[src/rtl/wdog_pkg.sv]
package wdog_pkg;

   localparam int unsigned ADDR_W = 4;

   localparam logic [ADDR_W-1:0] ADR_MODE   = 4'h0;
   localparam logic [ADDR_W-1:0] ADR_RELOAD = 4'h4;
   localparam logic [ADDR_W-1:0] ADR_FEED   = 4'h8;

   localparam logic [7:0] KEY_FIRST  = 8'hAA;
   localparam logic [7:0] KEY_SECOND = 8'h55;

   typedef enum logic [0:0] {
      FEED_IDLE = 1'b0,
      FEED_HALF = 1'b1
   } feed_st_e;

   // bit 3 .. bit 0 : interrupt flag, time-out flag, reset-enable, enable
   typedef struct packed {
      logic intf;
      logic tof;
      logic rsten;
      logic en;
   } mode_t;

endpackage

[src/rtl/wdog_regs.sv]
module wdog_regs
   import wdog_pkg::*;
#(
   parameter int unsigned DATA_W     = 32,
   parameter int unsigned MIN_RELOAD = 255
) (
   input  logic              clk_i,
   input  logic              rst_ext_ni,
   input  logic              wdt_rst_i,
   input  logic              we_mode_i,
   input  logic              we_reload_i,
   input  logic [DATA_W-1:0] wdata_i,
   input  logic              set_tof_i,
   input  logic              set_int_i,
   output mode_t             mode_o,
   output logic [DATA_W-1:0] reload_o
);

   localparam logic [DATA_W-1:0] MIN_V = DATA_W'(MIN_RELOAD);

   logic              en_q, rsten_q, intf_q, tof_q;
   logic [DATA_W-1:0] reload_q;

   // Sticky bits, interrupt flag and reload constant: cleared by either reset
   always_ff @(posedge clk_i or negedge rst_ext_ni) begin
      if (!rst_ext_ni) begin
         en_q     <= 1'b0;
         rsten_q  <= 1'b0;
         intf_q   <= 1'b0;
         reload_q <= MIN_V;
      end else if (wdt_rst_i) begin
         en_q     <= 1'b0;
         rsten_q  <= 1'b0;
         intf_q   <= 1'b0;
         reload_q <= MIN_V;
      end else begin
         if (we_mode_i) begin
            en_q    <= en_q | wdata_i[0];
            rsten_q <= rsten_q | wdata_i[1];
         end
         if (set_int_i)
            intf_q <= 1'b1;
         if (we_reload_i)
            reload_q <= (wdata_i < MIN_V) ? MIN_V : wdata_i;
      end
   end

   // Time-out flag: only the external reset clears it; a set beats a clear
   always_ff @(posedge clk_i or negedge rst_ext_ni) begin
      if (!rst_ext_ni)
         tof_q <= 1'b0;
      else if (set_tof_i)
         tof_q <= 1'b1;
      else if (we_mode_i && !wdata_i[2])
         tof_q <= 1'b0;
   end

   assign mode_o   = '{intf: intf_q, tof: tof_q, rsten: rsten_q, en: en_q};
   assign reload_o = reload_q;

   a_r2_en_sticky: assert property (@(posedge clk_i) disable iff (!rst_ext_ni)
      (en_q && !wdt_rst_i) |=> en_q);
   a_r2_rsten_sticky: assert property (@(posedge clk_i) disable iff (!rst_ext_ni)
      (rsten_q && !wdt_rst_i) |=> rsten_q);
   a_r7_irq_hold: assert property (@(posedge clk_i) disable iff (!rst_ext_ni)
      (intf_q && !wdt_rst_i) |=> intf_q);
   a_r3_reload_floor: assert property (@(posedge clk_i) disable iff (!rst_ext_ni)
      reload_q >= MIN_V);
   a_r9_tof_kept: assert property (@(posedge clk_i) disable iff (!rst_ext_ni)
      (tof_q && wdt_rst_i) |=> tof_q);

endmodule

[src/rtl/wdog_feed.sv]
module wdog_feed
   import wdog_pkg::*;
(
   input  logic       clk_i,
   input  logic       rst_ext_ni,
   input  logic       wdt_rst_i,
   input  logic       we_feed_i,
   input  logic [7:0] key_i,
   output logic       feed_ok_o
);

   feed_st_e st_q, st_d;

   always_comb begin
      st_d      = st_q;
      feed_ok_o = 1'b0;
      if (we_feed_i) begin
         unique case (st_q)
            FEED_IDLE: st_d = (key_i == KEY_FIRST) ? FEED_HALF : FEED_IDLE;
            FEED_HALF: begin
               st_d      = FEED_IDLE;
               feed_ok_o = (key_i == KEY_SECOND);
            end
            default:   st_d = FEED_IDLE;
         endcase
      end
   end

   always_ff @(posedge clk_i or negedge rst_ext_ni) begin
      if (!rst_ext_ni)
         st_q <= FEED_IDLE;
      else if (wdt_rst_i)
         st_q <= FEED_IDLE;
      else
         st_q <= st_d;
   end

   a_r4_ok_needs_half: assert property (@(posedge clk_i) disable iff (!rst_ext_ni)
      feed_ok_o |=> (st_q == FEED_IDLE));

endmodule

[src/rtl/wdog_prescale.sv]
module wdog_prescale #(
   parameter int unsigned PRESCALE = 4
) (
   input  logic clk_i,
   input  logic rst_ext_ni,
   input  logic wdt_rst_i,
   input  logic run_i,
   input  logic restart_i,
   output logic tick_o
);

   localparam int unsigned PW = (PRESCALE > 1) ? $clog2(PRESCALE) : 1;
   localparam logic [PW-1:0] LAST = PW'(PRESCALE - 1);
   localparam bit IS_POW2 = (PRESCALE & (PRESCALE - 1)) == 0;

   logic [PW-1:0] cnt_q, cnt_d;

   assign tick_o = run_i && (cnt_q == LAST);

   generate
      if (IS_POW2) begin : g_wrap
         always_comb cnt_d = cnt_q + 1'b1;
      end else begin : g_cmp
         always_comb cnt_d = (cnt_q == LAST) ? '0 : cnt_q + 1'b1;
      end
   endgenerate

   always_ff @(posedge clk_i or negedge rst_ext_ni) begin
      if (!rst_ext_ni)
         cnt_q <= '0;
      else if (wdt_rst_i || restart_i || !run_i)
         cnt_q <= '0;
      else
         cnt_q <= cnt_d;
   end

   a_r6_tick_spacing: assert property (@(posedge clk_i) disable iff (!rst_ext_ni)
      tick_o |=> !tick_o);

endmodule

[src/rtl/wdog_counter.sv]
module wdog_counter #(
   parameter int unsigned DATA_W     = 32,
   parameter int unsigned MIN_RELOAD = 255
) (
   input  logic              clk_i,
   input  logic              rst_ext_ni,
   input  logic              wdt_rst_i,
   input  logic              load_i,
   input  logic              arm_en_i,
   input  logic [DATA_W-1:0] reload_i,
   input  logic              tick_i,
   output logic              armed_o,
   output logic              timeout_o
);

   localparam logic [DATA_W-1:0] MIN_V = DATA_W'(MIN_RELOAD);

   logic [DATA_W-1:0] cnt_q;
   logic              armed_q;
   logic              at_zero;

   assign at_zero   = (cnt_q == '0);
   // a reload on the same edge takes precedence over the expiry
   assign timeout_o = armed_q && tick_i && at_zero && !load_i;
   assign armed_o   = armed_q;

   always_ff @(posedge clk_i or negedge rst_ext_ni) begin
      if (!rst_ext_ni) begin
         cnt_q   <= MIN_V;
         armed_q <= 1'b0;
      end else if (wdt_rst_i) begin
         cnt_q   <= MIN_V;
         armed_q <= 1'b0;
      end else if (load_i) begin
         cnt_q   <= reload_i;
         armed_q <= arm_en_i;
      end else if (timeout_o) begin
         armed_q <= 1'b0;
      end else if (armed_q && tick_i && !at_zero) begin
         cnt_q <= cnt_q - 1'b1;
      end
   end

   a_r5_idle_holds: assert property (@(posedge clk_i) disable iff (!rst_ext_ni)
      (!armed_q && !load_i && !wdt_rst_i) |=> $stable(cnt_q));
   a_r7_halt_after: assert property (@(posedge clk_i) disable iff (!rst_ext_ni)
      (timeout_o && !wdt_rst_i) |=> (!armed_q && at_zero));

endmodule

[src/rtl/wdog_core.sv]
module wdog_core
   import wdog_pkg::*;
#(
   parameter int unsigned DATA_W     = 32,
   parameter int unsigned PRESCALE   = 4,
   parameter int unsigned MIN_RELOAD = 255
) (
   input  logic              clk_i,
   input  logic              rst_ext_ni,
   input  logic              wdt_rst_i,
   input  logic              bus_we_i,
   input  logic [3:0]        bus_addr_i,
   input  logic [DATA_W-1:0] bus_wdata_i,
   output logic [DATA_W-1:0] bus_rdata_o,
   output logic              irq_o,
   output logic              rst_req_o
);

   localparam int unsigned MODE_W = $bits(mode_t);

   generate
      if (DATA_W < 8) begin : g_bad_width
         $error("wdog_core: DATA_W must be at least 8");
      end
      if (PRESCALE < 2) begin : g_bad_presc
         $error("wdog_core: PRESCALE must be at least 2");
      end
      if (DATA_W < 32 && MIN_RELOAD >= (1 << DATA_W)) begin : g_bad_min
         $error("wdog_core: MIN_RELOAD does not fit in DATA_W");
      end
   endgenerate

   mode_t             mode;
   logic [DATA_W-1:0] reload;
   logic              we_mode, we_reload, we_feed;
   logic              feed_ok, tick, armed, timeout;
   logic              rst_req_q;

   assign we_mode   = bus_we_i && (bus_addr_i == ADR_MODE);
   assign we_reload = bus_we_i && (bus_addr_i == ADR_RELOAD);
   assign we_feed   = bus_we_i && (bus_addr_i == ADR_FEED);

   wdog_regs #(.DATA_W(DATA_W), .MIN_RELOAD(MIN_RELOAD)) regs_i (
      .clk_i      (clk_i),
      .rst_ext_ni (rst_ext_ni),
      .wdt_rst_i  (wdt_rst_i),
      .we_mode_i  (we_mode),
      .we_reload_i(we_reload),
      .wdata_i    (bus_wdata_i),
      .set_tof_i  (timeout),
      .set_int_i  (timeout && !mode.rsten),
      .mode_o     (mode),
      .reload_o   (reload)
   );

   wdog_feed feed_i (
      .clk_i      (clk_i),
      .rst_ext_ni (rst_ext_ni),
      .wdt_rst_i  (wdt_rst_i),
      .we_feed_i  (we_feed),
      .key_i      (bus_wdata_i[7:0]),
      .feed_ok_o  (feed_ok)
   );

   wdog_prescale #(.PRESCALE(PRESCALE)) presc_i (
      .clk_i      (clk_i),
      .rst_ext_ni (rst_ext_ni),
      .wdt_rst_i  (wdt_rst_i),
      .run_i      (armed),
      .restart_i  (feed_ok),
      .tick_o     (tick)
   );

   wdog_counter #(.DATA_W(DATA_W), .MIN_RELOAD(MIN_RELOAD)) cnt_i (
      .clk_i      (clk_i),
      .rst_ext_ni (rst_ext_ni),
      .wdt_rst_i  (wdt_rst_i),
      .load_i     (feed_ok),
      .arm_en_i   (mode.en),
      .reload_i   (reload),
      .tick_i     (tick),
      .armed_o    (armed),
      .timeout_o  (timeout)
   );

   always_ff @(posedge clk_i or negedge rst_ext_ni) begin
      if (!rst_ext_ni)
         rst_req_q <= 1'b0;
      else if (wdt_rst_i)
         rst_req_q <= 1'b0;
      else
         rst_req_q <= timeout && mode.rsten;
   end

   always_comb begin
      unique case (bus_addr_i)
         ADR_MODE:   bus_rdata_o = {{(DATA_W-MODE_W){1'b0}}, mode};
         ADR_RELOAD: bus_rdata_o = reload;
         default:    bus_rdata_o = '0;
      endcase
   end

   assign irq_o     = mode.intf;
   assign rst_req_o = rst_req_q;

   a_r8_single_pulse: assert property (@(posedge clk_i) disable iff (!rst_ext_ni)
      rst_req_o |=> !rst_req_o);
   a_r7_irq_not_in_reset_mode: assert property (@(posedge clk_i) disable iff (!rst_ext_ni)
      ($rose(irq_o) && !$past(wdt_rst_i)) |-> !rst_req_o);
   a_r1_arm_needs_enable: assert property (@(posedge clk_i) disable iff (!rst_ext_ni)
      armed |-> mode.en);

endmodule

[config.mk]
export PLATFORM = sky130hd
export DESIGN_NAME = wdog_core
export DESIGN_NICKNAME = d
export VERILOG_FILES = /design/src/rtl/wdog_pkg.sv /design/src/rtl/wdog_regs.sv /design/src/rtl/wdog_feed.sv /design/src/rtl/wdog_prescale.sv /design/src/rtl/wdog_counter.sv /design/src/rtl/wdog_core.sv
export SDC_FILE = /design/constraint.sdc
export NUM_CORES = 1
export LEC_CHECK = 0
export ABC_AREA = 1
export BUFFER_PORTS_ARGS = -buffer_cell sky130_fd_sc_hd__buf_4
export CAP_MARGIN = 25
export CORE_MARGIN = 5
export CORE_UTILIZATION = 52
export CTS_CLUSTER_SIZE = 30
export DETAILED_ROUTE_END_ITERATION = 8
export PLACE_DENSITY = 0.88
export SETUP_SLACK_MARGIN = 0.2
export SLEW_MARGIN = 20
export SYNTH_ARGS = -nofsm -noshare
export SYNTH_HDL_FRONTEND = slang
export SYNTH_SLANG_ARGS = --single-unit
export TNS_END_PERCENT = 20
[constraint.sdc]
create_clock -name clk_i -period 1.6 [get_ports clk_i]
set_input_delay 0.16 -clock clk_i [delete_from_list [all_inputs] [get_ports clk_i]]
set_output_delay 0.16 -clock clk_i [all_outputs]
set_load 0.02 [all_outputs]
* Yosys cells after proc, flatten, opt, wreduce, memory -nomap -nowiden
Cells that the tools add are included.
W data, S select, Z words.
** Operators by class
- Magnitude comparators :: 1
- Equal/unequal tests :: 6
- Reductions and logical operators :: 28
- Add/sub/neg operators :: 2
- Multiplexer cells :: 27
- Bitwise gates (word level) :: 3
** Operators by type and width (count)
- $mux W32 :: 7
- $pmux W32 S2 :: 1
- $logic_not A32 Y1 :: 1
- $lt A32 B8 Y1 const B :: 1
- $sub A32 B1 Y32 const B :: 1
- $mux W1 :: 17
- $logic_and A1 B1 Y1 :: 11
- $reduce_bool A2 Y1 :: 5
- $eq A8 B7 Y1 const B :: 1
- $eq A8 B8 Y1 const B :: 1
- $reduce_bool A3 Y1 :: 2
- $logic_not A1 Y1 :: 5
- $eq A4 B3 Y1 const B :: 1
- $eq A4 B4 Y1 const B :: 1
- $logic_not A4 Y1 :: 1
- $ne A3 B2 Y1 const B :: 1
- $add A2 B1 Y2 const B :: 1
- $eq A2 B2 Y1 const B :: 1
- $logic_or A1 B1 Y1 :: 2
- $mux W2 :: 1
- $or A1 B1 Y1 :: 2
- $pmux W1 S2 :: 1
- $reduce_and A2 Y1 :: 1
- $not A1 Y1 :: 1
** Word-level totals
- Bits in registers :: 73
- Output and inout port bits :: 34

* Logic depth before layout (Yosys ltp)
- Depth after elaboration :: 8
- Gate-level depth with buffers :: 12
- Gate-level depth less buffers :: 12

* Hierarchy
A second synthesis with hierarchy kept.
** Second synthesis, totals
- Cells, all modules :: 757
- Area, all modules :: 5082.4 um^2
** By module, submodules not included
- wdog_counter :: times used 1, sequential area each 835.8 um^2, area each 2745.1 um^2, cells each 435
- wdog_regs :: times used 1, sequential area each 910.9 um^2, area each 1649.1 um^2, cells each 205
- wdog_core :: times used 1, sequential area each 25.0 um^2, area each 474.2 um^2, cells each 88
- wdog_feed :: times used 1, sequential area each 25.0 um^2, area each 125.1 um^2, cells each 19
- wdog_prescale :: times used 1, sequential area each 50.0 um^2, area each 88.8 um^2, cells each 10

* Worst setup path after synthesis
No wires, ideal clock.
- Kind :: register to register
- Start :: reg cnt_i.cnt_q[0]
- End :: reg cnt_i.cnt_q[20]
- Arrival time :: 1.595 ns
- Library setup time :: 0.065 ns
- Cell stages (with the launch flop) :: 11
- Period minus slack after synthesis :: 1.660 ns
- Setup slack :: -0.060 ns
- Data required time :: 1.535 ns
- Cells stage by stage :: dfstp_2 -> inv_1 -> ha_1 -> nand2_2 -> nor2_4 -> nand2_2 -> o21bai_4 -> a21oi_4 -> buf_6 -> nand2_1 -> nand2_1
** On the way
- Word-level cells in the longest chain between the ends :: 5
** RTL lines
- from (decl) :: line wdog_counter.sv:18 : logic [DATA_W-1:0] cnt_q;
- from (signal assigned) :: line wdog_counter.sv:35 : cnt_q <= reload_i;
- from (signal assigned) :: line wdog_counter.sv:40 : cnt_q <= cnt_q - 1'b1;
- $sub A32 B1 Y32 or $logic_not A32 Y1 (tied branches) :: line wdog_counter.sv:40, wdog_counter.sv:22
- $mux W32, or another cell as far along :: line wdog_counter.sv:39 : end else if (armed_q && tick_i && !at_zero) begin
- $mux W32, or another cell as far along :: line wdog_counter.sv:37 : end else if (timeout_o) begin
- $mux W32, or another cell as far along :: line wdog_counter.sv:34 : end else if (load_i) begin
- $mux W32 or $reduce_and A2 Y1 (tied branches)
Parallel ways exist; a longest one is shown, timed or not. The select of a mux whose other input is x is not followed.
A chain may end at the register's enable or synchronous reset.

* Final worst setup path
- Start :: reg cnt_i.cnt_q[27]
- End :: reg cnt_i.cnt_q[9]
** On the way
- Word-level cells in the longest chain between the ends :: 5
** RTL lines
- $logic_not A32 Y1 (*) :: line wdog_counter.sv:22 : assign at_zero = (cnt_q == '0);
- $logic_and A1 B1 Y1 or $logic_not A1 Y1 (tied branches) :: line wdog_counter.sv:24, wdog_counter.sv:39
- $logic_and A1 B1 Y1 (on tied branches) :: line wdog_counter.sv:24, wdog_counter.sv:39
- $ne A3 B2 Y1 (no line) or $reduce_bool A3 Y1 (tied branches)
- $reduce_and A2 Y1 (no line) (*)
Mark *: on every way between the ends. The rest lies on a longest branch, timed or not.

==> results.sh <==
export IMPL_status="finished with violations"
export IMPL_violations="negative setup slack"
export IMPL_tns_ns=-6.79
export IMPL_cp_required_ns=1.84
export IMPL_syn_inst=703
export IMPL_row_count=34
export IMPL_setup_violations=35
export IMPL_total_power_mw=4.53
export IMPL_core_area_um2=8810
export IMPL_drv_cap=0
export IMPL_clk_pin_slew_ns=0.09
export IMPL_first_global_vias=5506
export IMPL_ant_nets=0
export IMPL_cts_tree="yes"
export IMPL_drtIter0Drc=769
export IMPL_rsz0062_at_grt="yes"
export IMPL_min_to="regs_i.reload_o[25]"
export IMPL_fillCellCount=486
export IMPL_hp_class="in -> reg"
export IMPL_fin_area_um2=6810
export IMPL_synth_compound_area_frac=0.0841
export IMPL_worst_path_max_fanout=6
export IMPL_fp_dieH_um=105
export IMPL_post_layout_nonfiller_instances=964
export IMPL_avgSynthCellArea_um2=6.73
export IMPL_p_per_area_nw_per_um2=666
export IMPL_yosys_area_share_adder=0.00529
export IMPL_gp_congestion=0.927
export IMPL_timing_fmax_ghz=0.534
export IMPL_wirelength_mm=18.0
export IMPL_yosysWarnings=0
export IMPL_boundaryPins=74
export IMPL_synthSimpleGateAreaFrac=0.406
export IMPL_crit_path_start_kind="flop"
export IMPL_root_buffer="clkbuf_8"
export IMPL_fin_ws_ns=-0.272
export IMPL_place_area_um2=5910
export IMPL_antennaDiodeCount=0
export IMPL_ff2ff_path_depth=10
export IMPL_clkLatencyLatePin_ns=0.35
export IMPL_gr_total_overflow=0
export IMPL_worstPathArrival_ns=2.11
export IMPL_synth_top_family_by_area="simple AND/OR/NAND/NOR gates"
export IMPL_place_inst=933
export IMPL_hpwl_mm=11.0
export IMPL_cts_buffer_depth=2
export IMPL_r2r_setup_slack_ns=-0.27
export IMPL_grtUsageTotal=0.292
export IMPL_synth_xor_area_share=0.0130
export IMPL_irDropWorstVdd_mv=0.715
export IMPL_cts_buffers=9
export IMPL_slew_viol_final=0
export IMPL_area_growth_pct=44.0
export IMPL_skew_ns=0.0139
export IMPL_clkSinkCount=73
export IMPL_hold_path_depth=3
export IMPL_syn_nets=745
export IMPL_fin_crit_ns=1.87
export IMPL_ys_types=36
export IMPL_hold_start="bus_wdata_i[25]"
export IMPL_grt_max_degree=57
export IMPL_critPathKind="reg -> reg"
export IMPL_synth_ff_latch_count=73
export IMPL_yosysSeqAreaShare=0.390
export IMPL_most_common_layout_cells="169 x nand2_1, 125 x buf_4, 91 x nand3_1, 68 x inv_1, 58 x nor2_1"
export IMPL_die_area_um2=11100
export IMPL_h_tree_depth=3
export IMPL_drive_gt1_frac=0.366
export IMPL_drc=0
export IMPL_reg2reg_from="cnt_i.cnt_q[27]"
export IMPL_grt_first_pass_wirelength_mm=26.1
export IMPL_crit_path_end_kind="flop"
export IMPL_io_buffers=73
export IMPL_relSlewSlack=0.680
export IMPL_fin_nets=893
export IMPL_initial_core_util=0.537
export IMPL_antenna_found_initial=0
export IMPL_dr_total_vias=5805
export IMPL_leakage_nw=3.54
export IMPL_final_common_cell="nand2_1"
export IMPL_fp_dieW_um=105
export IMPL_syn_cell_area_um2=4730
export IMPL_fin_crit_sh=1.17
export IMPL_pre_cts_ws_ns=-0.186
export IMPL_drtPass1Iterations=8
export IMPL_worst_pin_slew_ns=0.475
export IMPL_r2r_end="cnt_i.cnt_q[9]"
export IMPL_routed_via_density=6.02
export IMPL_synthMuxAreaShare=0
export IMPL_hold_viol=0
export IMPL_wire_per_inst_um=18.6
[cell usage after synthesis, drive strengths merged]
cell    number  area (um^2)
a21oi       12         71.3
and3         1         6.26
buf         17          139
clkbuf       9         33.8
clkinv       2         8.75
dfrtp       57         1430
dfstp       16          420
ha           2         25.0
inv         79          297
nand2      205          779
nand3       94          495
nand3b       1         7.51
nand4        5         31.3
nor2       112          450
nor3        17          101
nor4         7         43.8
o211ai       1         7.51
o21ai       50          250
o21bai       6         56.3
o22ai        2         12.5
or2          1         6.26
xnor2        2         17.5
xor2         5         43.8
[per-stage QoR]
stage	hold slack (ns)	utilization
finish	0.0612	0.774
global route	0.0688	0.774
CTS	0.0483	0.720
detailed placement	0.139	0.671
global placement	0.127	0.671
floorplan	-0.136	-
[where the power goes]
| part | total (mW) | switching, mW | internal (mW) |
|---|---|---|---|
| Clock | 1.82 | 0.743 | 1.08 |
| Combinational | 0.703 | 0.433 | 0.270 |
| Sequential | 2.01 | 0.0661 | 1.95 |
| Total | 4.53 | 1.24 | 3.29 |
[final cells by class]
type | count | area, um^2 | share of cell area
Inverter | 81 | 310 | 0.0455
Timing Repair Buffer | 163 | 1470 | 0.216
Multi-Input combinational cell | 523 | 2810 | 0.412
Tap cell | 108 | 135 | 0.0198
Clock buffer | 11 | 141 | 0.0207
Sequential cell | 73 | 1850 | 0.271
Clock inverter | 5 | 103 | 0.0151
[per-layer routing]
metal | track usage | vias up | part of all wire
li1 | - | 2541 | -
met1 | 0.367 | 2665 | 0.36
met2 | 0.474 | 480 | 0.47
met3 | 0.0507 | 119 | 0.11
met4 | 0.166 | 0 | 0.060
met5 | 0 | - | 0
[worst max-delay path, cell delays in order (launching register included)]
cell	delay, ns
dfrtp_1	0.41
nor2_2	0.19
nand2_2	0.13
nor2_4	0.15
nand2_2	0.09
o21bai_4	0.23
a21oi_4	0.10
buf_6	0.14
clkbuf_16	0.16
nand2_2	0.08
nand2_1	0.05
[worst max-delay path by stage]
stage,endpoint,from,slack (ns)
6_report,cnt_i.cnt_q[9],cnt_i.cnt_q[27],-0.27
5_1_grt,cnt_i.cnt_q[16],cnt_i.cnt_q[27],-0.32
4_1_cts,cnt_i.cnt_q[11],cnt_i.cnt_q[11],-0.11
3_5_place_dp,cnt_i.cnt_q[4],cnt_i.cnt_q[26],-0.19
3_3_place_gp,cnt_i.cnt_q[19],cnt_i.cnt_q[12],-0.04
2_1_floorplan,cnt_i.cnt_q[20],cnt_i.cnt_q[1],0.05
[repair_timing]
| item | 4_1_cts | 5_1_grt |
|---|---|---|
| setup endpoints to repair | 69 | 69 |
| cloned | 1 | 2 |
| pin swaps | 11 | 23 |
| resized for setup | 30 | 130 |
| hold buffers | 1 | 0 |
| buffers inserted | 8 | 3 |
| hold endpoints to repair | 19 | 0 |
[state kept, by name (all words and copies together) (netlist names)]
signal	count
regs_i.reload_o	32
cnt_i.armed_o	1
presc_i.cnt_q	2
feed_i.st_q	1
regs_i.tof_q	1
cnt_i.cnt_q	32
regs_i.intf_q	1
regs_i.en_q	1
regs_i.rsten_q	1
rst_req_o	1
[logic make-up (layout without fill, tap and decap cells)]
group,after synthesis,after routing
AO/OA/AOI/OAI,71,71
XOR/XNOR,7,7
adder cells (fa/ha/maj),2,2
buffers and inverters,107,260
flip-flops,73,73
AND/OR/NAND/NOR,443,443
(Power assumes the default switching activity.)
